<file path="config.mk">
export PLATFORM = sky130hd
export DESIGN_NAME = tmr_dac_ctl
export DESIGN_NICKNAME = d
export VERILOG_FILES = /design/src/rtl/tdc_pkg.sv /design/src/rtl/tdc_sync.sv /design/src/rtl/tdc_counter.sv /design/src/rtl/tdc_dac_ctl.sv /design/src/rtl/tmr_dac_ctl.sv
export SDC_FILE = /design/constraint.sdc
export NUM_CORES = 1
export LEC_CHECK = 0
export ABC_AREA = 1
export BUFFER_PORTS_ARGS = -buffer_cell sky130_fd_sc_hd__buf_4
export CAP_MARGIN = 15
export CORE_MARGIN = 2
export CORE_UTILIZATION = 25
export CTS_BUF_LIST = sky130_fd_sc_hd__clkbuf_8
export CTS_CLUSTER_SIZE = 14
export DETAILED_ROUTE_END_ITERATION = 8
export SLEW_MARGIN = 20
export SYNTH_ARGS = -nofsm -noshare
export SYNTH_HDL_FRONTEND = slang
export SYNTH_SLANG_ARGS = --single-unit
</file>
<file path="constraint.sdc">
create_clock -name clk -period 2 [get_ports clk]
set_input_delay 0.3 -clock clk [delete_from_list [all_inputs] [get_ports clk]]
set_output_delay 0.3 -clock clk [all_outputs]
set_load 0.01 [all_outputs]
</file>
<file path="src/rtl/tdc_pkg.sv">
package tdc_pkg;

    typedef enum logic [1:0] {
        CM_RELOAD = 2'b00,
        CM_PAUSE  = 2'b01,
        CM_GO     = 2'b10,
        CM_GATED  = 2'b11
    } cnt_mode_e;

    typedef enum logic [1:0] {
        DU_DIRECT    = 2'b00,
        DU_OVERFLOW  = 2'b01,
        DU_GATE_RISE = 2'b10,
        DU_PACER     = 2'b11
    } dac_src_e;

    typedef enum logic {
        DS_IDLE    = 1'b0,
        DS_PENDING = 1'b1
    } dac_state_e;

    // bit 7 first: packed struct order matches the register layout
    typedef struct packed {
        logic      trig_analog;
        logic      pretrig;
        logic      irq_en;
        cnt_mode_e mode;
        logic      ext_clk_sel;
        dac_src_e  dac_src;
    } ctrl_reg_t;

endpackage

</file>
<file path="src/rtl/tdc_sync.sv">
module tdc_sync (
    input  logic clk,
    input  logic rst_n,
    input  logic async_in,
    output logic level,
    output logic rise
);
    logic [2:0] sh_q;

    always_ff @(posedge clk or negedge rst_n) begin
        if (!rst_n) sh_q <= '0;
        else        sh_q <= {sh_q[1:0], async_in};
    end

    assign level = sh_q[1];
    assign rise  = sh_q[1] & ~sh_q[2];
endmodule

</file>
<file path="src/rtl/tdc_counter.sv">
module tdc_counter
    import tdc_pkg::*;
#(
    parameter int CNT_W = 16
) (
    input  logic             clk,
    input  logic             rst_n,
    input  cnt_mode_e        mode,
    input  logic             src_tick,
    input  logic             gate_lvl,
    input  logic [CNT_W-1:0] preset,
    input  logic             clr_req,
    output logic [CNT_W-1:0] count,
    output logic             ovf_pulse,
    output logic             ovf_latch
);
    logic             step;
    logic             wrap;
    logic [CNT_W-1:0] cnt_q;

    always_comb begin
        step = 1'b0;
        unique case (mode)
            CM_RELOAD: step = 1'b0;
            CM_PAUSE:  step = 1'b0;
            CM_GO:     step = src_tick;
            CM_GATED:  step = src_tick & gate_lvl;
        endcase
    end

    assign wrap = step && (cnt_q == '0);

    always_ff @(posedge clk or negedge rst_n) begin
        if (!rst_n) begin
            cnt_q     <= '0;
            ovf_pulse <= 1'b0;
            ovf_latch <= 1'b0;
        end else begin
            if (mode == CM_RELOAD || wrap) cnt_q <= preset;
            else if (step)                 cnt_q <= cnt_q - 1'b1;
            ovf_pulse <= wrap;
            if (wrap)         ovf_latch <= 1'b1;
            else if (clr_req) ovf_latch <= 1'b0;
        end
    end

    assign count = cnt_q;

    a_r5_pause_hold: assert property (@(posedge clk) disable iff (!rst_n)
        (mode == CM_PAUSE) |=> (count == $past(count)));

    a_r3_reload_tracks: assert property (@(posedge clk) disable iff (!rst_n)
        (mode == CM_RELOAD) |=> (count == $past(preset)));

    a_r4_wrap_reload: assert property (@(posedge clk) disable iff (!rst_n)
        ovf_pulse |-> (count == $past(preset)));

    a_r8_latch_follows: assert property (@(posedge clk) disable iff (!rst_n)
        ovf_pulse |-> ovf_latch);
endmodule

</file>
<file path="src/rtl/tdc_dac_ctl.sv">
module tdc_dac_ctl
    import tdc_pkg::*;
#(
    parameter int DAT_W = 12
) (
    input  logic             clk,
    input  logic             rst_n,
    input  dac_src_e         src,
    input  logic             dac_we,
    input  logic [DAT_W-1:0] dac_wdata,
    input  logic             ovf_evt,
    input  logic             gate_rise,
    input  logic             pacer,
    output logic [DAT_W-1:0] dac_out,
    output logic             dac_update
);
    dac_state_e       st_q, st_d;
    logic [DAT_W-1:0] hold_q;
    logic             evt;
    logic             load;
    logic [DAT_W-1:0] load_val;

    always_comb begin
        evt = 1'b0;
        unique case (src)
            DU_DIRECT:    evt = 1'b0;
            DU_OVERFLOW:  evt = ovf_evt;
            DU_GATE_RISE: evt = gate_rise;
            DU_PACER:     evt = pacer;
        endcase
    end

    always_comb begin
        st_d     = st_q;
        load     = 1'b0;
        load_val = hold_q;
        if (src == DU_DIRECT) begin
            if (dac_we) begin
                load     = 1'b1;
                load_val = dac_wdata;
                st_d     = DS_IDLE;
            end else if (st_q == DS_PENDING) begin
                load = 1'b1;
                st_d = DS_IDLE;
            end
        end else if (evt && (dac_we || st_q == DS_PENDING)) begin
            load     = 1'b1;
            load_val = dac_we ? dac_wdata : hold_q;
            st_d     = DS_IDLE;
        end else if (dac_we) begin
            st_d = DS_PENDING;
        end
    end

    always_ff @(posedge clk or negedge rst_n) begin
        if (!rst_n) begin
            st_q   <= DS_IDLE;
            hold_q <= '0;
        end else begin
            st_q <= st_d;
            if (dac_we) hold_q <= dac_wdata;
        end
    end

    always_ff @(posedge clk or negedge rst_n) begin
        if (!rst_n) begin
            dac_out    <= '0;
            dac_update <= 1'b0;
        end else begin
            dac_update <= load;
            if (load) dac_out <= load_val;
        end
    end

    a_r9_direct_next: assert property (@(posedge clk) disable iff (!rst_n)
        (src == DU_DIRECT && dac_we) |=> (dac_update && dac_out == $past(dac_wdata)));

    a_r12_quiet_idle: assert property (@(posedge clk) disable iff (!rst_n)
        (!dac_we && st_q == DS_IDLE) |=> !dac_update);
endmodule

</file>
<file path="src/rtl/tmr_dac_ctl.sv">
module tmr_dac_ctl
    import tdc_pkg::*;
#(
    parameter int CNT_W    = 16,
    parameter int DAT_W    = 12,
    parameter int TICK_DIV = 100
) (
    input  logic             clk,
    input  logic             rst_n,
    input  logic             cfg_we,
    input  logic [7:0]       cfg_wdata,
    input  logic             preset_we,
    input  logic [CNT_W-1:0] preset_wdata,
    input  logic             dac_we,
    input  logic [DAT_W-1:0] dac_wdata,
    input  logic             ext_clk_in,
    input  logic             ext_gate_in,
    input  logic             pacer_tick,
    output logic [CNT_W-1:0] count,
    output logic             ovf_pulse,
    output logic             irq,
    output logic [DAT_W-1:0] dac_out,
    output logic             dac_update,
    output logic             trig_src_analog,
    output logic             pretrig_en
);
    localparam int DIV_W = (TICK_DIV > 1) ? $clog2(TICK_DIV) : 1;
    localparam logic [DIV_W-1:0] DIV_LAST = DIV_W'(TICK_DIV - 1);

    ctrl_reg_t        ctrl_q;
    logic [CNT_W-1:0] preset_q;
    logic [DIV_W-1:0] div_q;
    logic             tick_int;
    logic             clk_lvl, clk_rise, gate_lvl, gate_rise;
    logic             src_tick;
    logic             ovf_latch;
    logic             clr_req;

    always_ff @(posedge clk or negedge rst_n) begin
        if (!rst_n) begin
            ctrl_q   <= '0;
            preset_q <= '0;
            div_q    <= '0;
        end else begin
            if (cfg_we)    ctrl_q   <= ctrl_reg_t'(cfg_wdata);
            if (preset_we) preset_q <= preset_wdata;
            div_q <= (div_q == DIV_LAST) ? '0 : div_q + 1'b1;
        end
    end

    assign tick_int = (div_q == DIV_LAST);
    assign src_tick = ctrl_q.ext_clk_sel ? clk_rise : tick_int;
    assign clr_req  = cfg_we & ~cfg_wdata[5];

    tdc_sync u_sync_clk (
        .clk(clk), .rst_n(rst_n), .async_in(ext_clk_in),
        .level(clk_lvl), .rise(clk_rise)
    );

    tdc_sync u_sync_gate (
        .clk(clk), .rst_n(rst_n), .async_in(ext_gate_in),
        .level(gate_lvl), .rise(gate_rise)
    );

    tdc_counter #(.CNT_W(CNT_W)) u_counter (
        .clk(clk), .rst_n(rst_n), .mode(ctrl_q.mode), .src_tick(src_tick),
        .gate_lvl(gate_lvl), .preset(preset_q), .clr_req(clr_req),
        .count(count), .ovf_pulse(ovf_pulse), .ovf_latch(ovf_latch)
    );

    tdc_dac_ctl #(.DAT_W(DAT_W)) u_dac (
        .clk(clk), .rst_n(rst_n), .src(ctrl_q.dac_src), .dac_we(dac_we),
        .dac_wdata(dac_wdata), .ovf_evt(ovf_pulse), .gate_rise(gate_rise),
        .pacer(pacer_tick), .dac_out(dac_out), .dac_update(dac_update)
    );

    assign irq             = ovf_latch & ctrl_q.irq_en;
    assign trig_src_analog = ctrl_q.trig_analog;
    assign pretrig_en      = ctrl_q.pretrig;

    // clk_lvl is only used for edge detection
    logic unused_lvl;
    assign unused_lvl = clk_lvl;

    a_r2_export_bits: assert property (@(posedge clk) disable iff (!rst_n)
        cfg_we |=> (trig_src_analog == $past(cfg_wdata[7]) && pretrig_en == $past(cfg_wdata[6])));

    a_r8_clear_latch: assert property (@(posedge clk) disable iff (!rst_n)
        (cfg_we && !cfg_wdata[5]) |=> !irq);
endmodule

</file>
==> results of run 1 <==
## through the flow
stage / power (mW) / cells / worst slack [ns] / hold slack (ns) / cell area (µm²)
5_1_grt: 4.853 / 732 / 0.01021 / 0.009553 / 4753
3_5_place_dp: 3.428 / 715 / 0.1534 / 0.2730 / 4541
6_report: 4.506 / 732 / 0.2453 / 0.04025 / 4753
3_3_place_gp: 3.402 / 715 / 0.2110 / 0.2697 / 4541
2_1_floorplan: 2.851 / 464 / 0.4412 / 0.004409 / 3771
4_1_cts: 4.589 / 732 / 0.1234 / 0.01699 / 4733
## synthesized netlist by cell type
master,number,area [µm²]
nand3_1,25,125.1
nand4_1,2,12.51
xnor2_1,6,52.55
inv_2,2,7.510
o211ai_1,2,15.01
buf_2,4,20.02
o31ai_1,1,7.510
a21boi_0,1,7.510
nand4_4,1,21.27
nor2_2,4,25.02
ha_1,3,37.54
nor2_4,4,45.04
nand2_4,1,11.26
nor2_1,32,120.1
a21oi_2,1,8.760
nor4_1,1,6.260
clkinv_1,1,3.750
nand2_2,8,50.05
buf_12,1,20.02
o21ai_1,2,10.01
dfrtp_1,81,2027
nand2_1,159,596.8
nor3_1,3,15.01
o21ai_0,42,210.2
clkbuf_1,7,26.28
inv_1,61,229.0
nand3b_1,1,7.510
nand3_2,1,10.01
a21oi_1,5,25.02
xor2_1,2,17.52
## critical path, delay by kind of cell (launching register included)
kind | cells | cell delay [ns]
simple gates | 8 | 0.79
flops | 1 | 0.38
buf+inv | 2 | 0.25
fa+ha+maj | 1 | 0.18
compound gates | 1 | 0.09
## kinds of logic after synthesis
group	synth area share
simple gates	0.2774
flops	0.5375
buf+inv	0.08129
compound gates	0.07531
xor+xnor	0.01858
fa+ha+maj	0.009955
## metal layers
metal  vias up  global-route usage
li1       1588                   -
met1      1376              0.1476
met2        79              0.1841
met3        13             0.03754
met4         0             0.04266
met5         -                   0
## area by class of cell
type	count	area share
flip-flops and latches	81	0.4264
multi-input cells	307	0.3067
repair buffers	80	0.1295
inverters	64	0.05054
well taps	184	0.04843
clock buffers	11	0.03185
clock inverters	5	0.006581
## worst max-delay path by stage
stage,startpoint,to,slack [ns],depth (start not counted)
detailed placement,div_q[0],u_counter.count[3],0.15,10
finish,div_q[0],u_counter.count[10],0.25,12
global placement,div_q[0],u_counter.count[5],0.21,12
global route,div_q[0],u_counter.count[10],0.01,12
floorplan,div_q[0],u_counter.count[10],0.44,12
CTS,div_q[0],u_counter.count[10],0.12,12
## power by group through the flow
| stage | clock network [mW] | registers [mW] | logic, mW |
|---|---|---|---|
| floorplan | 0 | 2.17 | 0.681 |
| global placement | 0 | 2.14 | 1.26 |
| detailed placement | 0 | 2.14 | 1.28 |
| CTS | 1.18 | 2.12 | 1.29 |
| global route | 1.26 | 2.15 | 1.44 |
| finish | 1.13 | 2.11 | 1.27 |
## registers in the layout (all words and copies together), names as in the netlist
name	count
div_q	7
u_counter.count	16
u_dac.st_q	1
u_sync_clk.sh_q	3
u_dac.dac_out	12
preset_q	16
pretrig_en	1
u_sync_gate.sh_q	3
u_dac.hold_q	12
u_dac.dac_update	1
ctrl_q	6
u_counter.ovf_pulse	1
trig_src_analog	1
u_counter.ovf_latch	1
## repair_timing
| action | 4_1_cts | 5_1_grt |
|---|---|---|
| gates resized for setup | 0 | 4 |
| hold buffers | 1 | 0 |
| endpoints found under the hold margin | 31 | 0 |
| endpoints found under the setup margin | 0 | 25 |
| buffers inserted | 0 | 0 |
==> summary.md, run 1 <==
| Metric | Value |
|---|---|
| Outcome | `finished clean` |
| Startpoint types | `flop` |
| Clk root buf | `clkbuf_8` |
| Yosys warning count | `0` |
| Final Skew | `0.008747 ns` |
| Internal Power | `2.945 mW` |
| Metal2 WL | `3.863 mm` |
| Setup TNS | `0 ns` |
| Crit Path Max Fanout | `14` |
| Final worst-path cycle share | `0.8773` |
| Starting density of the core | `0.2575` |
| Vias in the first global route | `3070` |
| CTS sink count | `81` |
| Post-Syn Nets | `511` |
| Slowest stage delay, CP | `0.38 ns` |
| Num rows | `44` |
| CTS tree | `yes` |
| Antenna violations before repair | `0` |
| Routed Antenna Nets | `0` |
| CP cell instances | `ha_1 -> inv_1 -> nor2_2 -> nand3_2 -> nand2_2 -> nand2_4 -> nor2_1 -> nor2_1 -> buf_4 -> o21ai_0 -> nand2_1 -> nand2_1` |
| Setup Viol. Count Final | `0` |
| RSZ-0062 raised after global routing | `false` |
| Met1 WL | `4.190 mm` |
| Hold endpoint | `u_sync_clk.sh_q[0]` |
| Slew HR | `0.6398` |
| Flop pwr share | `0.468` |
| Netlist cell types | `30` |
| Synthesized area | `3771 µm²` |
| DR WL met3 | `519 µm` |
| Avg Cell Area, Syn | `8.127 µm²` |
| CTS Buf Count | `9` |
| Crit Path Category | `reg2reg` |
| Clk pwr share | `0.250` |
| H-tree Lvls | `3` |
| Commonest cells after routing, fill and taps aside | `nand2_1, dfrtp_1, buf_4` |
| Switching Share | `0.3465` |
| DRC | `0` |
| Max_cap viols | `0` |
| FF-to-FF End | `u_counter.count[10]` |
| Worst path slowest cell | `dfrtp_1` |
| Gpl congestion | `0.8083` |
| DR vias | `3056` |
| Sequential cell area fraction in the yosys report | `0.5375` |
| Most common cell after layout, fill and taps aside | `nand2_1` |
| Total wire length | `8.714 mm` |
| Slew Viols, Final | `0` |
| Power share of the combinational group | `0.282` |
| Top Layer Used | `met4` |
| Crit. End Element | `flop` |
| Psw | `1.561 mW` |
| Vias/cell | `4.175` |
| Number of iterations in the first detailed-routing pass | `6` |
| Worst-margin pin slew | `0.5391 ns` |
| Mapped Cells | `464` |
| Peak Freq | `0.5699 GHz` |
| Pwr dens | `948.0 nW/µm²` |
| Register area | `2027 µm²` |
| Layout cell share with drive strength beyond 1 | `0.2135` |
| Ports | `77` |
| Core area | `14640 µm²` |
| Die area | `16080 µm²` |
| All-layer global routing usage | `0.1157` |
| Fin crit period | `1.755 ns` |
| Die outline width | `126.8 µm` |
| VDD IR-drop max | `0.4337 mV` |
| Largest net degree at the start of global routing | `51` |
| CP Data Arrival Time | `2.06 ns` |
| First-pass GRT wire length | `14.70 mm` |
| Clk_lat worst skew | `0.37 ns` |
| Nets@finish | `590` |
| LEAKAGE | `2.446 nW` |
| Min-delay src | `ext_clk_in` |
| Antenna fix cells | `0` |
| Max clock buf depth | `2` |
| Hold WC Path Type | `in2reg` |
| Grt total ovfl | `0` |
| Die Ht | `126.8 µm` |
| Worst R2R Setup Slack | `0.25 ns` |
| Synth Register Bits | `81` |
| Syn-to-layout area delta | `26.05%` |
| Routed WL per cell | `11.90 µm` |
| Iter 0 DRT Violations | `224` |
| Fin util | `0.3246` |
| Worst R2R Path Depth | `12` |
| Post-DP HPWL | `6.389 mm` |
| Multi-input gate area | `1458 µm²` |
| Port Buffers | `76` |
| Worst Hold Depth | `1` |
| # fillers | `1553` |
| Reg-to-reg critical path startpoint | `div_q[0]` |
| Req. time, crit path | `2.31 ns` |
| Worst-path clk slew | `0.08 ns` |
| Fin. Hold Viols | `0` |
Note: power is estimated with default switching activity, not from simulation.
==> run 2: changes to the inputs <==
--- a/config.mk
+++ b/config.mk
@@ -8,11 +8,12 @@
 export ABC_AREA = 1
 export BUFFER_PORTS_ARGS = -buffer_cell sky130_fd_sc_hd__buf_4
 export CAP_MARGIN = 15
-export CORE_MARGIN = 2
+export CORE_MARGIN = 10
 export CORE_UTILIZATION = 25
 export CTS_BUF_LIST = sky130_fd_sc_hd__clkbuf_8
 export CTS_CLUSTER_SIZE = 14
 export DETAILED_ROUTE_END_ITERATION = 8
+export RECOVER_POWER = 50
 export SLEW_MARGIN = 20
 export SYNTH_ARGS = -nofsm -noshare
 export SYNTH_HDL_FRONTEND = slang
==> constraint.sdc (replaced) <==
create_clock -name clk -period 2 [get_ports clk]
set_input_delay 0.4 -clock clk [delete_from_list [all_inputs] [get_ports clk]]
set_output_delay 0.4 -clock clk [all_outputs]
set_load 0.01 [all_outputs]
==> run 2 against run 1 <==
Setup slack is essentially flat. Sequential cell count is the same. Combinational power about the same. Sequential share of layout area about the same. First-iteration DRC count is 11% lower. Largest cell class unchanged.
==> summary.md, run 2 (same netlist as run 1, synthesis figures left out) <==
| Metric | Value |
|---|---|
| Switching Share | `0.3427` |
| Syn-to-layout area delta | `26.08%` |
| Power share of the combinational group | `0.275` |
| Req. time, crit path | `2.26 ns` |
| CP cell instances | `ha_1 -> inv_1 -> nor2_1 -> nand3_1 -> nand2_2 -> nand2_4 -> nor2_1 -> nor2_1 -> buf_4 -> o21ai_0 -> nand2_1 -> nand2_1` |
| Iter 0 DRT Violations | `199` |
| Routed WL per cell | `12.55 µm` |
| Slew HR | `0.4932` |
| Routed Antenna Nets | `0` |
| Fin. Hold Viols | `0` |
| Peak Freq | `0.5700 GHz` |
| H-tree Lvls | `3` |
| Num rows | `44` |
| Tot Pwr | `4.624 mW` |
| Worst path bufs/invs | `2` |
| Die outline width | `142.8 µm` |
| LEAKAGE | `2.440 nW` |
| Hold endpoint | `u_sync_clk.sh_q[0]` |
| Crit. End Element | `flop` |
| Largest net degree at the start of global routing | `51` |
| Pwr dens | `972.5 nW/µm²` |
| DRC | `0` |
| Setup TNS | `0 ns` |
| Psw | `1.585 mW` |
| Post-DP HPWL | `6.999 mm` |
| CTS Buf Count | `9` |
| Total wire length | `9.185 mm` |
| Clk_lat worst skew | `0.37 ns` |
| Grt total ovfl | `0` |
| Antenna fix cells | `0` |
| Post-CTS Setup Inserts | `0` |
| Reg-to-reg critical path startpoint | `div_q[0]` |
| Startpoint types | `flop` |
| Worst-margin pin slew | `0.7602 ns` |
| Slew Viols, Final | `0` |
| Crit Path Max Fanout | `14` |
| FF-to-FF End | `u_counter.count[10]` |
| Worst R2R Setup Slack | `0.25 ns` |
| Most common cell after layout, fill and taps aside | `nand2_1` |
| Final worst-path cycle share | `0.8772` |
| Setup Viol. Count Final | `0` |
| DR vias | `3075` |
| Vias in the first global route | `3052` |
| Gpl congestion | `0.8319` |
| All-layer global routing usage | `0.09470` |
| Clk pwr share | `0.266` |
| Worst R2R Path Depth | `12` |
| Design Area, Final | `4755 µm²` |
| CP Data Arrival Time | `2.02 ns` |
| Crit Path Category | `reg2reg` |
| Delay-heaviest family, CP | `simple AND/OR/NAND/NOR gates` |
| Clk root buf | `clkbuf_8` |
| Number of iterations in the first detailed-routing pass | `4` |
| Final Skew | `0.006127 ns` |
| Max clock buf depth | `2` |
| Core area | `14640 µm²` |
| Post-DP Area | `4541 µm²` |
| First-pass GRT wire length | `15.39 mm` |
| Max_cap viols | `0` |
| Placed Instances | `715` |
| Vias/cell | `4.201` |
| Die area | `20400 µm²` |
| Internal Power | `3.039 mW` |
| Starting density of the core | `0.2575` |
| Port Buffers | `76` |
| Flop pwr share | `0.459` |
| Commonest cells after routing, fill and taps aside | `nand2_1, dfrtp_1, buf_4` |
| Non-Filler Instances | `732` |
| Fin crit period | `1.754 ns` |
| Worst Hold Depth | `1` |
| Ports | `77` |
| Hold WC Path Type | `in2reg` |
| Min-delay src | `ext_clk_in` |
| VDD IR-drop max | `0.5012 mV` |
| Die Ht | `142.8 µm` |
| Antenna violations before repair | `0` |
| Nets@finish | `590` |
| CTS sink count | `81` |
| CTS tree | `yes` |
| RSZ-0062 raised after global routing | `false` |
| Layout cell share with drive strength beyond 1 | `0.2099` |
| Slowest stage delay, CP | `0.41 ns` |
| Outcome | `finished clean` |
| Worst path slowest cell | `dfrtp_1` |
| Crit path top cell by count | `nor2_1` |
| Worst-path clk slew | `0.08 ns` |
[run 2: worst reg2reg max path: stages (launching register included)]
cell and delay (ns):
dfrtp_1 0.41, ha_1 0.21, inv_1 0.07, nor2_1 0.05, nand3_1 0.12, nand2_2 0.11, nand2_4 0.16, nor2_1 0.06
nor2_1 0.08, buf_4 0.17, o21ai_0 0.10, nand2_1 0.06, nand2_1 0.04
[run 2: how the worst max path moves through the flow]
| stage | startpoint | endpoint | slack (ns) | cells after the start |
|---|---|---|---|---|
| after floorplan | div_q[0] | u_counter.count[10] | 0.44 | 12 |
| after global placement | div_q[0] | u_counter.count[2] | 0.22 | 10 |
| after detailed placement | div_q[0] | u_counter.count[5] | 0.16 | 10 |
| after CTS | div_q[0] | u_counter.count[5] | 0.13 | 10 |
| after global routing | div_q[0] | u_counter.count[14] | 0.05 | 12 |
| final | div_q[0] | u_counter.count[10] | 0.25 | 12 |
[run 2: through the flow]
step	hold slack (ns)	setup slack, ns	util
floorplan	0.1044	0.4412	-
detailed placement	0.3347	0.1622	0.3101
global route	0.1240	0.05082	0.3247
finish	0.1525	0.2456	0.3247
CTS	0.1029	0.1324	0.3247
global placement	0.3369	0.2198	0.3101
[run 2: per-layer routing]
metal,vias to the layer above,wire length [µm],track usage,share of wire
li1,1585,-,-,-
met1,1397,4294,0.1167,0.47
met2,83,4023,0.1444,0.44
met3,10,744,0.04179,0.081
met4,0,123,0.03257,0.013
met5,-,0,0,0
[run 2: repair_timing]
action / in CTS / in global routing
hold buffers: 1 / 0
gates resized for setup: 0 / 4
endpoints found under the setup margin: 0 / 16
hold endpoints to repair: 31 / 0
[run 2: layout make-up]
cell class | instances | area (µm²)
sequential | 81 | 2027
tap | 184 | 230.2
fill | 1563 | 9889
clock buffer | 10 | 137.6
clock inverter | 6 | 66.31
multi-input combinational | 307 | 1450
inverter | 64 | 242.7
timing repair buffer | 80 | 600.6
[run 2: power by group through the flow]
stage / clock network (mW) / logic [mW] / registers [mW]
3_5_place_dp: 0 / 1.30 / 2.15
6_report: 1.23 / 1.27 / 2.12
4_1_cts: 1.28 / 1.30 / 2.13
3_3_place_gp: 0 / 1.28 / 2.15
2_1_floorplan: 0 / 0.681 / 2.17
5_1_grt: 1.34 / 1.45 / 2.16
==> run 3: changes to the inputs <==
--- a/config.mk
+++ b/config.mk
@@ -13,6 +13,7 @@
 export CTS_BUF_LIST = sky130_fd_sc_hd__clkbuf_8
 export CTS_CLUSTER_SIZE = 14
 export DETAILED_ROUTE_END_ITERATION = 8
+export MAX_ROUTING_LAYER = met4
 export RECOVER_POWER = 50
 export SLEW_MARGIN = 20
 export SYNTH_ARGS = -nofsm -noshare
==> run 3 against run 2 <==
Setup slack got worse by 0.0052 ns. Worst hold slack barely moved. Sequential power barely moved. Register-to-register slack barely moved. Clock skew rose by 0.0018 ns. Critical path type unchanged. Largest power group unchanged. Highest routed layer unchanged.
==> summary.md, run 3 (same netlist as run 1, synthesis figures left out) <==
| Metric | Value |
|---|---|
| Slowest stage delay, CP | `0.41 ns` |
| LEAKAGE | `2.440 nW` |
| Delay-heaviest family, CP | `simple AND/OR/NAND/NOR gates` |
| Crit Path Category | `reg2reg` |
| Num rows | `44` |
| Post-DP HPWL | `6.999 mm` |
| Nets@finish | `590` |
| Ports | `77` |
| Routed Antenna Nets | `0` |
| Iter 0 DRT Violations | `218` |
| Worst-path clk slew | `0.08 ns` |
| DR vias | `3073` |
| Routed WL per cell | `12.58 µm` |
| Worst path bufs/invs | `2` |
| Die area | `20400 µm²` |
| Commonest cells after routing, fill and taps aside | `nand2_1, dfrtp_1, buf_4` |
| Antenna fix cells | `0` |
| Startpoint types | `flop` |
| Number of iterations in the first detailed-routing pass | `4` |
| Fin crit period | `1.760 ns` |
| Die outline width | `142.8 µm` |
| Port Buffers | `76` |
| CTS Buf Count | `9` |
| Slew Viols, Final | `0` |
| DRC | `0` |
| Clk root buf | `clkbuf_8` |
| Slew HR | `0.4908` |
| Most common cell after layout, fill and taps aside | `nand2_1` |
| Setup Viol. Count Final | `0` |
| Grt total ovfl | `0` |
| Total wire length | `9.212 mm` |
| First-pass GRT wire length | `15.36 mm` |
| Peak Freq | `0.5683 GHz` |
| Tot Pwr | `4.629 mW` |
| Final Skew | `0.007938 ns` |
| Final worst-path cycle share | `0.8798` |
| All-layer global routing usage | `0.09742` |
| Die Ht | `142.8 µm` |
| Max_cap viols | `0` |
| Crit. End Element | `flop` |
| Worst path slowest cell | `dfrtp_1` |
| CP Data Arrival Time | `2.02 ns` |
| Pwr dens | `973.7 nW/µm²` |
| CTS tree | `yes` |
| CTS sink count | `81` |
| VDD IR-drop max | `0.5023 mV` |
| Outcome | `finished clean` |
| Vias in the first global route | `3054` |
| # fillers | `1563` |
| Largest net degree at the start of global routing | `51` |
| Crit path top cell by count | `nor2_1` |
| Worst-margin pin slew | `0.7638 ns` |
| Crit Path Max Fanout | `14` |
| Antenna violations before repair | `0` |
| RSZ-0062 raised after global routing | `false` |
| Layout cell share with drive strength beyond 1 | `0.2099` |
| H-tree Lvls | `3` |
| Fin. Hold Viols | `0` |
| Core area | `14640 µm²` |
| Setup TNS | `0 ns` |
| Clk_lat worst skew | `0.37 ns` |
| Syn-to-layout area delta | `26.08%` |
| Gpl congestion | `0.8445` |
| Req. time, crit path | `2.26 ns` |
| Hold WC Path Type | `in2reg` |
| Vias/cell | `4.198` |
| Starting density of the core | `0.2575` |
| Max clock buf depth | `2` |
| CP cell instances | `ha_1 -> inv_1 -> nor2_1 -> nand3_1 -> nand2_2 -> nand2_4 -> nor2_1 -> nor2_1 -> buf_4 -> o21ai_0 -> nand2_1 -> nand2_1` |
## run 3: layout make-up
cell class | count | area [µm²] | share of cell area
Inverter | 64 | 242.7 | 0.05105
Timing Repair Buffer | 80 | 600.6 | 0.1263
Multi-Input combinational cell | 307 | 1450 | 0.3050
Clock inverter | 6 | 66.31 | 0.01395
Tap cell | 184 | 230.2 | 0.04842
Clock buffer | 10 | 137.6 | 0.02895
Sequential cell | 81 | 2027 | 0.4263
## run 3: metrics by stage
stage               instance area (µm²)    util  setup slack [ns]  instances  hold slack [ns]
floorplan                          3771       -            0.4412        464           0.1044
global placement                   4541  0.3101            0.2198        715           0.3369
CTS                                4755  0.3247            0.1324        732           0.1029
global route                       4755  0.3247           0.05082        732           0.1239
finish                             4755  0.3247            0.2403        732           0.1523
detailed placement                 4541  0.3101            0.1622        715           0.3347
## run 3: worst paths after layout
path / startpoint / endpoint / slack [ns] / cells after the start
max: div_q[0] / u_counter.count[10] / 0.24 / 12
min: ext_clk_in / u_sync_clk.sh_q[0] / 0.15 / 1
max reg2reg: div_q[0] / u_counter.count[10] / 0.24 / 12
min reg2reg: u_sync_gate.sh_q[0] / u_sync_gate.sh_q[1] / 0.35 / 0
max in group asynchronous: rst_n / preset_q[12] / 0.45 / 3
min in group asynchronous: rst_n / pretrig_en / 0.63 / 2
## run 3: where the power goes
| group | internal, mW | switching [mW] | total (mW) |
|---|---|---|---|
| sequential | 1.88 | 0.246 | 2.12 |
| combinational | 0.552 | 0.721 | 1.27 |
| clock | 0.612 | 0.623 | 1.23 |
## run 3: worst register-to-register path, delay by kind of cell (launching register included)
family | cells | cell delay (ns)
buffers and inverters | 2 | 0.24
AOI/OAI and AO/OA | 1 | 0.10
DFF | 1 | 0.41
adders and majority gates | 1 | 0.22
and+or+nand+nor | 8 | 0.68
## run 3: what timing repair did
item | in CTS | in global routing
gates resized for setup | 0 | 4
buffers inserted | 0 | 0
hold buffers | 1 | 0
endpoints found under the setup margin | 0 | 16
endpoints found under the hold margin | 31 | 0
## run 3: routing by layer
layer	vias up	wire length, µm	track usage	part of all wire
met1	1400	4468	0.1199	0.49
li1	1586	-	-	-
met4	0	99	0.03257	0.011
met3	7	599	0.03648	0.065
met5	-	0	-	0
met2	80	4044	0.1444	0.44
